`src/rtl/gpio_irq_pkg.sv`:
```
package gpio_irq_pkg;

  localparam int unsigned REG_ADDR_W = 3;

  localparam logic [REG_ADDR_W-1:0] OFS_KIND   = 3'd0;
  localparam logic [REG_ADDR_W-1:0] OFS_POL    = 3'd1;
  localparam logic [REG_ADDR_W-1:0] OFS_DUAL   = 3'd2;
  localparam logic [REG_ADDR_W-1:0] OFS_STATUS = 3'd3;
  localparam logic [REG_ADDR_W-1:0] OFS_UNMASK = 3'd4;
  localparam logic [REG_ADDR_W-1:0] OFS_MASK   = 3'd5;
  localparam logic [REG_ADDR_W-1:0] OFS_MASKRD = 3'd6;

  typedef struct packed {
    logic wrKind;
    logic wrPol;
    logic wrDual;
    logic clrStatus;
    logic doUnmask;
    logic doMask;
  } ctrlStrobes_t;

  typedef enum logic [2:0] {
    SEL_KIND,
    SEL_POL,
    SEL_DUAL,
    SEL_STATUS,
    SEL_MASK,
    SEL_ZERO
  } readSel_t;

endpackage

```
`src/rtl/gpio_irq_ctrl.sv`:
```
module gpio_irq_ctrl
  import gpio_irq_pkg::*;
#(
  parameter int unsigned ADDR_W = REG_ADDR_W
) (
  input  logic              clk,
  input  logic              rstN,
  input  logic              wrEn,
  input  logic [ADDR_W-1:0] wrAddr,
  input  logic [ADDR_W-1:0] rdAddr,
  output ctrlStrobes_t      strobes,
  output readSel_t          rdSel
);

  // write decode: one strobe per writable offset
  always_comb begin
    strobes           = '0;
    strobes.wrKind    = wrEn && (wrAddr == ADDR_W'(OFS_KIND));
    strobes.wrPol     = wrEn && (wrAddr == ADDR_W'(OFS_POL));
    strobes.wrDual    = wrEn && (wrAddr == ADDR_W'(OFS_DUAL));
    strobes.clrStatus = wrEn && (wrAddr == ADDR_W'(OFS_STATUS));
    strobes.doUnmask  = wrEn && (wrAddr == ADDR_W'(OFS_UNMASK));
    strobes.doMask    = wrEn && (wrAddr == ADDR_W'(OFS_MASK));
  end

  // read decode: write-only and unused offsets read as zero
  always_comb begin
    if (rdAddr == ADDR_W'(OFS_KIND))        rdSel = SEL_KIND;
    else if (rdAddr == ADDR_W'(OFS_POL))    rdSel = SEL_POL;
    else if (rdAddr == ADDR_W'(OFS_DUAL))   rdSel = SEL_DUAL;
    else if (rdAddr == ADDR_W'(OFS_STATUS)) rdSel = SEL_STATUS;
    else if (rdAddr == ADDR_W'(OFS_MASKRD)) rdSel = SEL_MASK;
    else                                    rdSel = SEL_ZERO;
  end

  AST_IDLE_NO_STROBE: assert property (@(posedge clk) disable iff (!rstN)
    !wrEn |-> (strobes == '0));
  AST_SINGLE_STROBE: assert property (@(posedge clk) disable iff (!rstN)
    $onehot0(strobes));

endmodule

```
`src/rtl/gpio_irq_datapath.sv`:
```
module gpio_irq_datapath
  import gpio_irq_pkg::*;
#(
  parameter int unsigned NUM_PINS = 32
) (
  input  logic                clk,
  input  logic                rstN,
  input  logic [NUM_PINS-1:0] pinIn,
  input  logic [NUM_PINS-1:0] wrData,
  input  ctrlStrobes_t        strobes,
  input  readSel_t            rdSel,
  output logic [NUM_PINS-1:0] rdData,
  output logic                irqOut
);

  logic [NUM_PINS-1:0] kindQ, polQ, dualQ, statusQ, maskQ, pinDlyQ;
  logic [NUM_PINS-1:0] detect, clrVec, unmaskVec, maskVec;

  assign clrVec    = strobes.clrStatus ? wrData : '0;
  assign unmaskVec = strobes.doUnmask  ? wrData : '0;
  assign maskVec   = strobes.doMask    ? wrData : '0;

  // per-pin trigger selection
  for (genvar gi = 0; gi < NUM_PINS; gi++) begin : g_pin
    logic riseHit, fallHit, edgeHit, levelHit;
    assign riseHit  = pinIn[gi] & ~pinDlyQ[gi];
    assign fallHit  = ~pinIn[gi] & pinDlyQ[gi];
    assign edgeHit  = dualQ[gi] ? (riseHit | fallHit)
                                : (polQ[gi] ? riseHit : fallHit);
    assign levelHit = polQ[gi] ? pinIn[gi] : ~pinIn[gi];
    assign detect[gi] = kindQ[gi] ? edgeHit : levelHit;
  end

  always_ff @(posedge clk) begin
    if (!rstN) begin
      kindQ   <= '0;
      polQ    <= '0;
      dualQ   <= '0;
      statusQ <= '0;
      maskQ   <= '1;
      pinDlyQ <= '0;
    end else begin
      pinDlyQ <= pinIn;
      statusQ <= (statusQ & ~clrVec) | detect;
      maskQ   <= (maskQ & ~unmaskVec) | maskVec;
      if (strobes.wrKind) kindQ <= wrData;
      if (strobes.wrPol)  polQ  <= wrData;
      if (strobes.wrDual) dualQ <= wrData;
    end
  end

  always_comb begin
    unique case (rdSel)
      SEL_KIND:   rdData = kindQ;
      SEL_POL:    rdData = polQ;
      SEL_DUAL:   rdData = dualQ;
      SEL_STATUS: rdData = statusQ;
      SEL_MASK:   rdData = maskQ;
      default:    rdData = '0;
    endcase
  end

  assign irqOut = |(statusQ & ~maskQ);

  AST_STATUS_STICKY: assert property (@(posedge clk) disable iff (!rstN)
    1'b1 |=> ((($past(statusQ) & ~statusQ) & ~$past(clrVec)) == '0));
  AST_CLEAR_TAKES: assert property (@(posedge clk) disable iff (!rstN)
    strobes.clrStatus |=> ((statusQ & $past(wrData & ~detect)) == '0));
  AST_DETECT_WINS: assert property (@(posedge clk) disable iff (!rstN)
    ((detect & clrVec) != '0) |=>
      ((statusQ & $past(detect & clrVec)) == $past(detect & clrVec)));
  AST_UNMASK_TAKES: assert property (@(posedge clk) disable iff (!rstN)
    strobes.doUnmask |=> ((maskQ & $past(wrData)) == '0));
  AST_MASK_ALL_QUIET: assert property (@(posedge clk) disable iff (!rstN)
    (strobes.doMask && (wrData == '1)) |=> ((maskQ == '1) && !irqOut));

endmodule

```
`src/rtl/gpio_irq_detect.sv`:
```
module gpio_irq_detect
  import gpio_irq_pkg::*;
#(
  parameter int unsigned NUM_PINS = 32,
  parameter int unsigned ADDR_W   = REG_ADDR_W
) (
  input  logic                clk,
  input  logic                rstN,
  input  logic [NUM_PINS-1:0] pinIn,
  input  logic                wrEn,
  input  logic [ADDR_W-1:0]   wrAddr,
  input  logic [NUM_PINS-1:0] wrData,
  input  logic [ADDR_W-1:0]   rdAddr,
  output logic [NUM_PINS-1:0] rdData,
  output logic                irqOut
);

  ctrlStrobes_t strobes;
  readSel_t     rdSel;

  gpio_irq_ctrl #(.ADDR_W(ADDR_W)) ctrl_i (
    .clk     (clk),
    .rstN    (rstN),
    .wrEn    (wrEn),
    .wrAddr  (wrAddr),
    .rdAddr  (rdAddr),
    .strobes (strobes),
    .rdSel   (rdSel)
  );

  gpio_irq_datapath #(.NUM_PINS(NUM_PINS)) dp_i (
    .clk     (clk),
    .rstN    (rstN),
    .pinIn   (pinIn),
    .wrData  (wrData),
    .strobes (strobes),
    .rdSel   (rdSel),
    .rdData  (rdData),
    .irqOut  (irqOut)
  );

  AST_RESET_MASKED: assert property (@(posedge clk)
    !rstN |=> (!irqOut));

endmodule

```
`config.mk`:
```
export PLATFORM = sky130hd
export DESIGN_NAME = gpio_irq_detect
export DESIGN_NICKNAME = d
export VERILOG_FILES = /design/src/rtl/gpio_irq_pkg.sv /design/src/rtl/gpio_irq_ctrl.sv /design/src/rtl/gpio_irq_datapath.sv /design/src/rtl/gpio_irq_detect.sv
export SDC_FILE = /design/constraint.sdc
export NUM_CORES = 1
export LEC_CHECK = 0
export ABC_CLOCK_PERIOD_IN_PS = 1500
export BUFFER_PORTS_ARGS = -buffer_cell sky130_fd_sc_hd__buf_2
export CAP_MARGIN = 20
export CORE_ASPECT_RATIO = 0.5
export CORE_MARGIN = 5
export CORE_UTILIZATION = 60
export DETAILED_ROUTE_END_ITERATION = 7
export PLACE_DENSITY = 0.81
export SLEW_MARGIN = 40
export SYNTH_ARGS = -nofsm -noshare
export SYNTH_HDL_FRONTEND = slang
export SYNTH_SLANG_ARGS = --single-unit
```
`constraint.sdc`:
```
create_clock -name clk -period 1.5 [get_ports clk]
set_input_delay 0.075 -clock clk [delete_from_list [all_inputs] [get_ports clk]]
set_output_delay 0.075 -clock clk [all_outputs]
set_load 0.05 [all_outputs]
```
==> reports/results.md, run 1 <==
| Parameter | Value |
| --- | --- |
| Family of cells with the greatest summed delay on the critical path | simple AND/OR/NAND/NOR gates |
| Xor-xnor portion of the synthesized cell area | 2.62% |
| Layout-stage area growth over the synthesis result | 25.9% |
| Clock network fraction of total power | 37.1% |
| Simple-gate share of the synthesized area | 18.4% |
| Failing checks | negative setup slack |
| Max incr delay on CP | 0.39 ns |
| Port Buf Inserts | 105 |
| Final hold violation count | 0 |
| Number of global-route vias before repair | 10,300 |
| Layout cells sized above 1 | 26.9% |
| Cell taking the most area after synthesis | sky130_fd_sc_hd__dfxtp_1 |
| Maximum achievable frequency | 567 MHz |
| Clk sink count | 192 |
| Net Count, Synth | 1,470 |
| Top cell types by occurrence after synthesis | 321 x sky130_fd_sc_hd__nand2_1, 192 x sky130_fd_sc_hd__dfxtp_1, 96 x sky130_fd_sc_hd__inv_1 |
| Actual transition at the worst max-transition pin | 0.508 ns |
| Cell depth of the worst min-delay path | 2 |
| Effective utilization at floorplan | 61.4% |
| Number of rows created at floorplan | 34 |
| Power density of the placed cells | 897 mW/mm^2 |
| Via density | 5.99 |
| Drt drc | 0 |
| Sum of negative setup slack | -0.547 ns |
| Power Internal | 8510 uW |
| Layout net count | 1,647 |
| Final period util | 118% |
| Share of Yosys cell area claimed by the top area cell type | 35.9% |
| CP Depth | 4 |
| Critical path startpoint category | flop |
| Global placement routability congestion | 0.845 |
| Yosys cell types | 35 |
| Pwr Total | 12,100 uW |
| GRT overflow | 0 |
| Logic gate share of total power | 17.9% |
| Register area share after synthesis | 35.9% |
| Initial antenna violation count | 1 |
| CTS root buffer | sky130_fd_sc_hd__clkbuf_16 |
| Seq cells post-synth | 192 |
| Pleak | 0.00579 uW |
| Count of placed standard cells in the final layout, fillers left out | 1,758 |
| Outcome | finished, violations left |
| Global routing usage summed across all routing layers | 31.0% |
| Rel. slew slack | 66.1% |
| Final setup violation count | 11 |
| Met3 demand-to-capacity share in global routing | 6.83% |
| Routed wire per std cell | 19.0 um |
| Number of enable-type register cells in the synthesized netlist | 0 |
| Post-Syn Instances | 1,333 |
| Most Crowded Layer GR | met2 |
| Count of synthesis-stage warnings from yosys | 0 |
| Share of synthesized cell area in full adder, half adder and majority cells | 7.48% |
| Count of pins on the block boundary | 106 |
| Post-layout instance area | 0.0135 sq mm |
| Clock transition at the registers of the reported paths | 0.08 ns |
| Number of buffer and inverter instances along the worst setup path | 1 |
| Crit path DAT | 1.69 ns |
| DR vias | 10,500 |
| Switching Fraction | 29.7% |
| Net load switching power | 3590 uW |
| Half-perimeter wire length after placement | 20,500 um |
| DIE HEIGHT | 104 um |
| Data required time of the critical path | 1.42 ns |
| Largest net degree at the start of global routing | 65 |
| Dominant cells by area after synthesis | sky130_fd_sc_hd__dfxtp_1 36%, sky130_fd_sc_hd__nand2_1 11%, sky130_fd_sc_hd__ha_1 7.5% |
| Met1 track demand over resource in global routing | 40.2% |
| DRC marker count from the first detailed-route iteration | 1,069 |
| Level count of the clock H-tree | 4 |
| Horizontal die dimension | 199 um |
| Asr flop ratio synth | 0% |
| Die area | 0.0208 sq mm |
| Clock skew after layout | 0.00610 ns |
| Worst-path maximum fanout | 3 |
| VDD IR-drop max | 0.835 mV |
| Ys flop type | sky130_fd_sc_hd__dfxtp_1 |
| Maximum root-to-sink buffer count | 2 |
| Cell with the most instances after synthesis | sky130_fd_sc_hd__nand2_1 |
| Placeable Area | 0.0174 sq mm |
| RSZ-0062 raised after global routing | yes |
| CP cell instances | o22ai_2, nor4_2, nand4_1, buf_6 |
| Final antenna-violating net count | 0 |
| Endpoint type of the worst setup path | output port |
| Cell Count Post-Placement | 1,622 |
| Final max-slew violation count | 0 |
| First-pass detailed-route iteration total | 6 |
| Cell area after technology mapping | 0.0107 sq mm |
| Met2 layer usage reported by global route | 50.3% |
| Maximum Capacitance Violations | 0 |
| Min cycle time layout | 1.77 ns |
| Synth Area in Compound Gates | 21.2% |
| Clock tree from TritonCTS | done |
| Worst-Skew Late Latency | 0.44 ns |
| Mean post-synth cell area | 8.03 sq um |
| Mux cell area share after synthesis | 6.36% |
| Worst setup margin | -0.265 ns |
| Placed cell area | 0.0114 sq mm |
| Cell at the slowest stage of the critical path | sky130_fd_sc_hd__dfxtp_2 |
| Num CTS Buffers | 17 |
| Total wirelength of the detailed-routed design | 33,400 um |
| Combinational family with the most area after synthesis | compound AO/OA/AOI/OAI gates |
| Reg power frac | 45.0% |
| Worst setup path category | flop to output port |
| Hold Path Class | input port to flop |
| Wire length of the first global-routing pass | 52,100 um |
| Number of cells traversed by the worst register-to-register path | 6 |
[logic make-up (layout without fill, tap and decap cells)]
family / Yosys count / after routing
buffers and inverters: 179 / 369
AO/OA/AOI/OAI: 336 / 336
flip-flops: 192 / 192
XOR/XNOR: 32 / 32
adder cells (fa/ha/maj): 64 / 64
multiplexers: 64 / 64
other: 0 / 1
AND/OR/NAND/NOR: 466 / 466
[through the flow]
step,worst slack [ns],utilization [%],hold slack [ns]
after global placement,0.0446,65.4,0.332
final,-0.265,77.3,0.0423
after CTS,-0.241,75.1,0.0294
after global routing,-0.263,77.3,0.0446
after floorplan,0.00786,-,0.197
after detailed placement,-0.0304,65.4,0.345
[metal layers]
layer	wire length [um]	vias to the layer above	share of wire, %
met2	15400	580	46
met5	0	-	0
met1	13400	4998	40
li1	-	4819	-
met4	1320	0	4.0
met3	3210	128	9.6
[power by group through the flow]
stage                     Combinational [uW]  Sequential (uW)  Clock (uW)
after floorplan                         1170             5520           0
final                                   2170             5450        4490
after detailed placement                1770             5570           0
after global placement                  1700             5550           0
after global routing                    2310             5470        4730
after CTS                               2050             5460        4500
[worst paths after layout]
kind	start	endpoint	slack (ns)
min reg2reg	dp_i.kindQ[20]	dp_i.kindQ[20]	0.47
min	rstN	dp_i.maskQ[8]	0.04
max	dp_i.maskQ[29]	irqOut	-0.27
max reg2reg	dp_i.pinDlyQ[10]	dp_i.statusQ[10]	0.05
[worst reg2reg max path, stage by stage, from the launching register on]
cell	delay, ns
sky130_fd_sc_hd__dfxtp_1	0.33
sky130_fd_sc_hd__inv_1	0.05
sky130_fd_sc_hd__ha_1	0.17
sky130_fd_sc_hd__mux2_2	0.26
sky130_fd_sc_hd__o211ai_1	0.18
sky130_fd_sc_hd__o21ai_0	0.16
sky130_fd_sc_hd__o21a_1	0.21
[layout make-up]
cell class | count | area [sq um]
multi-input combinational | 962 | 6220
inverter | 96 | 363
tap | 234 | 293
fill | 1173 | 3950
clock inverter | 13 | 131
timing repair buffer | 241 | 2040
antenna | 1 | 2.50
sequential | 192 | 4000
clock buffer | 19 | 433
[timing repair]
action                     CTS  global route
hold buffers                64             0
buffers inserted            17            22
gates resized for setup    151           100
gates cloned                 0             0
pin swaps                   18            36
hold endpoints to repair   158             0
setup endpoints to repair   34            41
[placed cells by master (no fill, tap or decap), types with 21 or more instances in the layout]
master,n
sky130_fd_sc_hd__mux2_2,31
sky130_fd_sc_hd__o211ai_1,32
sky130_fd_sc_hd__dlygate4sd3_1,63
sky130_fd_sc_hd__inv_1,78
sky130_fd_sc_hd__nand2_1,320
sky130_fd_sc_hd__dfxtp_2,69
sky130_fd_sc_hd__dfxtp_1,104
sky130_fd_sc_hd__xor2_1,32
sky130_fd_sc_hd__buf_4,63
sky130_fd_sc_hd__a21boi_1,90
sky130_fd_sc_hd__a21oi_1,39
sky130_fd_sc_hd__o21ai_2,21
sky130_fd_sc_hd__o21ai_0,24
sky130_fd_sc_hd__o21a_1,32
sky130_fd_sc_hd__nand3_1,65
sky130_fd_sc_hd__a21oi_2,25
sky130_fd_sc_hd__and2_1,33
sky130_fd_sc_hd__buf_2,70
sky130_fd_sc_hd__mux2i_1,31
sky130_fd_sc_hd__nor2_1,32
sky130_fd_sc_hd__a22o_1,32
sky130_fd_sc_hd__ha_1,63
sky130_fd_sc_hd__buf_6,35
[sequential cells by signal, indices dropped and copies added, names as in the netlist]
signal,cells
dp_i.dualQ,32
dp_i.kindQ,32
dp_i.maskQ,32
dp_i.pinDlyQ,32
dp_i.polQ,32
dp_i.statusQ,32
Power figures use the tool's default switching activity.
==> run 2, diff against run 1 <==
Settings changed: CORE_MARGIN 5 to 1.
==> run 2 against run 1 <==
  * The flow still finishes with violations (negative setup slack)
  * Non-clock buffer count is 15 lower
  * Critical endpoint unchanged
  * Clock skew is 0.0036 ns higher
  * Setup slack improved by 0.023 ns
  * Flip-flop and latch count unchanged
  * Global-route usage increased by 2.6 points
  * Count of clock-buffer cells in the layout decreased by 2
  * Final cell count down 0.97%
  * Routed wire length shrank 5.9%
  * Fmax is 1.3% higher
  * Hold slack improved by 0.059 ns
  * Power decreased by 0.58%
==> reports/results.md, run 2 (synthesis gave the netlist of run 1 again) <==
| Parameter | Value | Change |
| --- | --- | --- |
| Failing checks | negative setup slack |  |
| Total wirelength of the detailed-routed design | 31,400 um | -5.9% |
| Top library cells by usage in the layout, fill and taps aside | 321 x sky130_fd_sc_hd__nand2_1, 106 x sky130_fd_sc_hd__dfxtp_1, 90 x sky130_fd_sc_hd__a21boi_1 |  |
| Worst setup margin | -0.242 ns | +0.0227 ns |
| Actual transition at the worst max-transition pin | 0.555 ns | +0.0469 ns |
| Num CTS Buffers | 17 | unchanged |
| DRC marker count from the first detailed-route iteration | 956 | -11% |
| Multi-input gate area | 0.00616 sq mm | -1.1% |
| Routed wire per std cell | 18.1 um | -4.9% |
| Die area | 0.0184 sq mm | -11% |
| Count of inserted antenna diode cells | 0 | -1 |
| Horizontal die dimension | 191 um | -4.0% |
| Min cycle time layout | 1.74 ns | -0.0227 ns |
| Final-layout fill cell count | 1,253 | +6.8% |
| Final hold violation count | 0 | unchanged |
| Wire length of the first global-routing pass | 48,200 um | -7.5% |
| Worst-path maximum fanout | 3 | unchanged |
| Max incr delay on CP | 0.42 ns | +0.03 ns |
| Most frequent standard cell in the layout excluding fill and tap cells | sky130_fd_sc_hd__nand2_1 |  |
| Pleak | 0.00569 uW | -1.8% |
| Count of pins on the block boundary | 106 | unchanged |
| Critical path startpoint category | flop |  |
| DIE HEIGHT | 96.5 um | -7.7% |
| Layout net count | 1,632 | -0.91% |
| Area used by sequential logic in the layout | 0.00398 sq mm | -0.44% |
| Level count of the clock H-tree | 4 | unchanged |
| R2R Path Start | dp_i.pinDlyQ[21] |  |
| Initial antenna violation count | 0 | -1 |
| Worst setup path category | flop to output port |  |
| Worst-Skew Late Latency | 0.44 ns | about the same |
| Global routing usage summed across all routing layers | 33.7% | +2.6 points |
| CP cell instances | o22ai_1, nor4_2, nand4_1, buf_6 |  |
| Clock tree from TritonCTS | done |  |
| Final period util | 116% | -1.5 points |
| Global placement routability congestion | 0.863 | +2.1% |
| Sum of negative setup slack | -0.401 ns | +0.146 ns |
| Effective utilization at floorplan | 61.5% | +0.15 points |
| Clock skew after layout | 0.00973 ns | +0.00363 ns |
| Final setup violation count | 5 | -6 |
| Crit path DAT | 1.67 ns | -0.02 ns |
| Layout cells sized above 1 | 25.3% | -1.6 points |
| Layout Utilization | 76.2% | -1.1 points |
| First-pass detailed-route iteration total | 5 | -1 |
| Half-perimeter wire length after placement | 19,500 um | -4.9% |
| Maximum root-to-sink buffer count | 2 | unchanged |
| Endpoint type of the worst setup path | output port |  |
| Outcome | finished, violations left |  |
| Final max-slew violation count | 0 | unchanged |
| Hold Path Class | input port to flop |  |
| Number of rows created at floorplan | 34 | unchanged |
| Rel. slew slack | 63.0% | -3.1 points |
| DR vias | 10,300 | -2.4% |
| CP Capture Point | irqOut |  |
| Cell at the slowest stage of the critical path | sky130_fd_sc_hd__dfxtp_1 |  |
| FF-to-FF setup slack | 0.03 ns | -0.02 ns |
| CTS root buffer | sky130_fd_sc_hd__clkbuf_16 |  |
| Port Buf Inserts | 105 | unchanged |
| Number of cells traversed by the worst register-to-register path | 6 | unchanged |
| Via density | 5.90 | -1.5% |
| Worst R2R End | dp_i.statusQ[21] |  |
| VDD IR-drop max | 0.877 mV | +5.0% |
| Drt drc | 0 | unchanged |
| Critical Path Source | dp_i.maskQ[8] |  |
| Pwr Total | 12,000 uW | -0.58% |
| Largest net degree at the start of global routing | 140 | +120% |
| Layout-stage area growth over the synthesis result | 23.8% |  |
| Number of global-route vias before repair | 9,695 | -5.5% |
| Placeable Area | 0.0174 sq mm | -0.24% |
| GRT overflow | 0 | unchanged |
| Clk sink count | 192 | unchanged |
| Maximum achievable frequency | 574 MHz | +1.3% |
| Power density of the placed cells | 907 mW/mm^2 | +1.1% |
| Maximum Capacitance Violations | 0 | unchanged |
| Clock transition at the registers of the reported paths | 0.08 ns | about the same |
| RSZ-0062 raised after global routing | yes |  |
| Data required time of the critical path | 1.42 ns | about the same |
| Final antenna-violating net count | 0 | unchanged |
==> run 2: per-layer routing <==
metal	wire (um)	part of all wire [%]	vias to the layer above	track usage, %
li1	-	-	4785	-
met4	802	2.6	0	12.3
met2	14600	46	541	57.0
met1	12900	41	4856	42.8
met3	3150	10	87	6.90
met5	0	0	-	0
==> run 2: how the worst min path moves through the flow <==
stage / start / to / slack (ns) / cells past startpoint
floorplan: pinIn[0] / dp_i.pinDlyQ[0] / 0.20 / 1
global placement: rstN / dp_i.pinDlyQ[19] / 0.33 / 2
detailed placement: pinIn[6] / dp_i.pinDlyQ[6] / 0.34 / 2
CTS: pinIn[19] / dp_i.statusQ[19] / 0.14 / 4
global route: pinIn[20] / dp_i.pinDlyQ[20] / 0.12 / 3
finish: pinIn[20] / dp_i.pinDlyQ[20] / 0.10 / 3
==> run 2: report_power, final <==
group	switching (uW)	total, uW	internal [uW]
registers	164	5460	5290
logic	1230	2100	866
clock network	2160	4480	2320
==> run 2: what timing repair did <==
action,CTS,global route
setup endpoints to repair,33,44
pin swaps,12,31
gates resized for setup,147,85
endpoints found under the hold margin,158,0
setup buffers,11,15
hold buffers,65,0
==> run 2: cell type report <==
| class | count | area share [%] |
|---|---|---|
| Multi-Input combinational cell | 962 | 46.4 |
| Sequential cell | 192 | 30.0 |
| Timing Repair Buffer | 226 | 14.4 |
| Clock buffer | 17 | 3.21 |
| Inverter | 96 | 2.72 |
| Tap cell | 234 | 2.21 |
| Clock inverter | 14 | 1.01 |
==> run 2: worst max-delay path, delay by kind of cell (launching register included) <==
kind,cells,cell delay (ns)
flip-flops,1,0.42
AND/OR/NAND/NOR,2,0.45
AO/OA/AOI/OAI,1,0.14
buffers and inverters,1,0.21
==> run 2: per-stage QoR <==
step | hold slack [ns] | setup slack (ns) | instance area, sq um | instances
final | 0.102 | -0.242 | 13300 | 1741
after global routing | 0.119 | -0.290 | 13300 | 1741
after CTS | 0.143 | -0.181 | 13000 | 1726
after detailed placement | 0.343 | 0.0315 | 11400 | 1619
after global placement | 0.329 | 0.0466 | 11400 | 1619
after floorplan | 0.197 | 0.00786 | 10700 | 1333
==> run 3, diff against run 2 <==
Settings changed: ABC_AREA set to 1, ABC_CLOCK_PERIOD_IN_PS 1500 to 1430, CORE_UTILIZATION 60 to 54, PLACE_DENSITY 0.81 to 0.77.
Clock period 1.5 ns to 1.43 ns, I/O delays scaled along.
==> run 3 against run 2 <==
  * Flip-flop and latch count stayed put
  * Clock skew rose by 0.00078 ns
  * Sequential share of layout area decreased by 0.74 points
  * Hold slack improved by 0.038 ns
  * Routed wire length is 3.7% lower
  * Final cell count rose by 23%
  * Clock power rose by 11%
  * The run still ends with negative setup slack left
  * Critical path depth rose by 4
  * Count of clock-buffer cells in the layout grew 3
  * Utilization decreased by 5.9 points
  * Combinational power hardly changed
==> reports/results.md, run 3 <==
| Parameter | Value | Change |
| --- | --- | --- |
| Pleak | 0.00694 uW | +22% |
| Final-layout fill cell count | 1,591 | +27% |
| Horizontal die dimension | 201 um | +5.3% |
| Total wirelength of the detailed-routed design | 30,300 um | -3.7% |
| Pwr Total | 12,900 uW | +7.3% |
| Net Count, Synth | 1,855 | +26% |
| DIE HEIGHT | 101 um | +5.2% |
| Seq cells post-synth | 192 | unchanged |
| Layout Utilization | 70.4% | -5.9 points |
| Cell depth of the worst min-delay path | 4 | +1 |
| Via density | 5.13 | -13% |
| FF-to-FF setup slack | 0.32 ns | +0.29 ns |
| Top cell types by occurrence after synthesis | 597 x sky130_fd_sc_hd__nand2_1, 291 x sky130_fd_sc_hd__inv_1, 192 x sky130_fd_sc_hd__dfxtp_1 |  |
| Drt drc | 0 | unchanged |
| Final antenna-violating net count | 0 | unchanged |
| Ys flop type | sky130_fd_sc_hd__dfxtp_1 |  |
| Maximum root-to-sink buffer count | 2 | unchanged |
| Multi-input gate area | 0.00558 sq mm | -9.4% |
| Cell area after technology mapping | 0.0107 sq mm | -0.18% |
| Placeable Area | 0.0189 sq mm | +8.5% |
| Rel. slew slack | 66.7% | +3.7 points |
| Worst min-delay path endpoint | dp_i.kindQ[3] |  |
| Top library cells by usage in the layout, fill and taps aside | 581 x sky130_fd_sc_hd__nand2_1, 289 x sky130_fd_sc_hd__inv_1, 161 x sky130_fd_sc_hd__nand3_1 |  |
| Start point of the worst min-delay path | wrAddr[2] |  |
| Die area | 0.0204 sq mm | +11% |
| Share of Yosys cell area claimed by the top area cell type | 36.0% | +0.063 points |
| First-pass detailed-route iteration total | 5 | unchanged |
| Worst-path maximum fanout | 2 | -1 |
| Maximum Capacitance Violations | 0 | unchanged |
| Global placement routability congestion | 0.822 | -4.8% |
| Port Buf Inserts | 105 | unchanged |
| Num CTS Buffers | 17 | unchanged |
| Final hold violation count | 0 | unchanged |
| Clock tree from TritonCTS | done |  |
| Routed wire per std cell | 14.1 um | -22% |
| Data required time of the critical path | 1.36 ns | -0.06 ns |
| Number of rows created at floorplan | 35 | +2.9% |
| Count of pins on the block boundary | 106 | unchanged |
| VDD IR-drop max | 0.859 mV | -2.1% |
| Final max-slew violation count | 0 | unchanged |
| Worst-Skew Late Latency | 0.44 ns | about the same |
| Dominant cells by area after synthesis | sky130_fd_sc_hd__dfxtp_1 36%, sky130_fd_sc_hd__nand2_1 21%, sky130_fd_sc_hd__inv_1 10% |  |
| Final setup violation count | 1 | -4 |
| Min cycle time layout | 1.57 ns |  |
| Worst R2R End | dp_i.statusQ[27] |  |
| Most frequent standard cell in the layout excluding fill and tap cells | sky130_fd_sc_hd__nand2_1 |  |
| Clock transition at the registers of the reported paths | 0.07 ns | about the same |
| Worst setup path category | flop to output port |  |
| Global routing usage summed across all routing layers | 29.4% | -4.2 points |
| Post-Syn Instances | 1,718 | +29% |
| Critical path startpoint category | flop |  |
| Register area share after synthesis | 36.0% | +0.063 points |
| Wire length of the first global-routing pass | 48,700 um | +1.2% |
| Layout-stage area growth over the synthesis result | 24.2% |  |
| Asr flop ratio synth | 0% | unchanged |
| Cell Count Post-Placement | 2,039 | +26% |
| Hold Path Class | input port to flop |  |
| Cell with the most instances after synthesis | sky130_fd_sc_hd__nand2_1 |  |
| CTS root buffer | sky130_fd_sc_hd__clkbuf_16 |  |
| Maximum achievable frequency | 636 MHz |  |
| R2R Path Start | dp_i.pinDlyQ[27] |  |
| Cell taking the most area after synthesis | sky130_fd_sc_hd__dfxtp_1 |  |
| DRC marker count from the first detailed-route iteration | 753 | -21% |
| Count of synthesis-stage warnings from yosys | 0 | unchanged |
| Half-perimeter wire length after placement | 18,700 um | -4.0% |
| Endpoint type of the worst setup path | output port |  |
| Clock skew after layout | 0.0105 ns | +0.000776 ns |
| Largest net degree at the start of global routing | 89 | -36% |
| Count of inserted antenna diode cells | 0 | unchanged |
| Actual transition at the worst max-transition pin | 0.500 ns | -0.0554 ns |
| Outcome | finished, violations left |  |
| Final period util | 110% |  |
| Number of global-route vias before repair | 10,600 | +9.1% |
| Count of placed standard cells in the final layout, fillers left out | 2,143 | +23% |
| Layout net count | 2,008 | +23% |
| Worst setup margin | -0.141 ns | +0.101 ns |
| Area used by sequential logic in the layout | 0.00389 sq mm | -2.3% |
| Layout cells sized above 1 | 13.0% | -12 points |
| Number of cells traversed by the worst register-to-register path | 8 | +2 |
| Mean post-synth cell area | 6.22 sq um | -23% |
| GRT overflow | 0 | unchanged |
| Crit path DAT | 1.50 ns | -0.17 ns |
| Power density of the placed cells | 972 mW/mm^2 | +7.1% |
| Failing checks | negative setup slack |  |
| Initial antenna violation count | 0 | unchanged |
| DR vias | 11,000 | +7.1% |
| Level count of the clock H-tree | 4 | unchanged |
| Effective utilization at floorplan | 56.6% | -4.9 points |
| Yosys cell types | 18 | -49% |
| Critical Path Source | dp_i.maskQ[13] |  |
| Number of enable-type register cells in the synthesized netlist | 0 | unchanged |
| Clk sink count | 192 | unchanged |
| RSZ-0062 raised after global routing | yes |  |
-- run 3: cell count changes after synthesis, sizes merged, moves of 33 or more --
cell    delta
a21boi    -96
and2      -33
inv      +199
nand2    +276
nand3     +96
nor2      +79
o21ai     +67
-- run 3: what timing repair did --
action,4_1_cts,5_1_grt
resized for setup,20,100
hold buffers,66,0
cloned,0,3
endpoints found under the hold margin,145,0
setup buffers,2,2
setup endpoints to repair,3,33
pin swaps,10,19
-- run 3: logic make-up (layout without fill, tap and decap cells) --
group                    after synthesis  in the layout  synth area share (%)
AO/OA/AOI/OAI                        227            227                  10.6
buffers and inverters                361            527                  13.0
flip-flops                           192            192                  36.0
AND/OR/NAND/NOR                      874            874                  32.9
adder cells (fa/ha/maj)               64             64                  7.49
-- run 3: area by class of cell --
type	instances	share of cell area (%)
Sequential cell	192	29.3
Tap cell	259	2.44
Timing Repair Buffer	200	13.3
Inverter	295	8.34
Clock buffer	20	3.36
Clock inverter	12	1.21
Multi-Input combinational cell	1165	42.0
-- run 3: metrics by stage --
stage | hold slack [ns] | setup slack, ns | instance area [sq um] | setup TNS, ns
floorplan | 0.165 | 0.258 | 10700 | 0
global placement | 0.298 | 0.0670 | 11700 | 0
detailed placement | 0.302 | 0.0470 | 11700 | 0
CTS | 0.130 | -0.213 | 13000 | -0.213
global route | 0.173 | -0.219 | 13300 | -0.230
finish | 0.140 | -0.141 | 13300 | -0.141
-- run 3: how the worst max path moves through the flow --
stage	end	slack [ns]	depth (start not counted)
finish	irqOut	-0.14	8
floorplan	rdData[11]	0.26	6
global route	irqOut	-0.22	8
global placement	rdData[5]	0.07	10
CTS	irqOut	-0.21	8
detailed placement	rdData[30]	0.05	10
-- run 3: routing by layer --
layer  share of wire, %  global-route usage [%]  vias to the layer above
li1                   -                       -                     5563
met1                 44                    36.5                     5011
met2                 47                    53.4                      374
met3                7.6                    3.96                       48
met4                1.5                    10.0                        0
met5                  0                       0                        -
-- run 3: critical path: stages, from the launching register on --
cell                      delay, ns
sky130_fd_sc_hd__dfxtp_2       0.33
sky130_fd_sc_hd__inv_1         0.04
sky130_fd_sc_hd__nand2_1       0.07
sky130_fd_sc_hd__o21ai_2       0.06
sky130_fd_sc_hd__nor2_1        0.16
sky130_fd_sc_hd__nand2_2       0.10
sky130_fd_sc_hd__nor2_4        0.08
sky130_fd_sc_hd__nand2_2       0.07
sky130_fd_sc_hd__buf_8         0.15
-- run 3: power breakdown --
group / switching [uW] / internal (uW) / total, uW
logic: 1330 / 803 / 2130
clock network: 2170 / 2820 / 4980
registers: 196 / 5600 / 5800
total: 3690 / 9220 / 12900
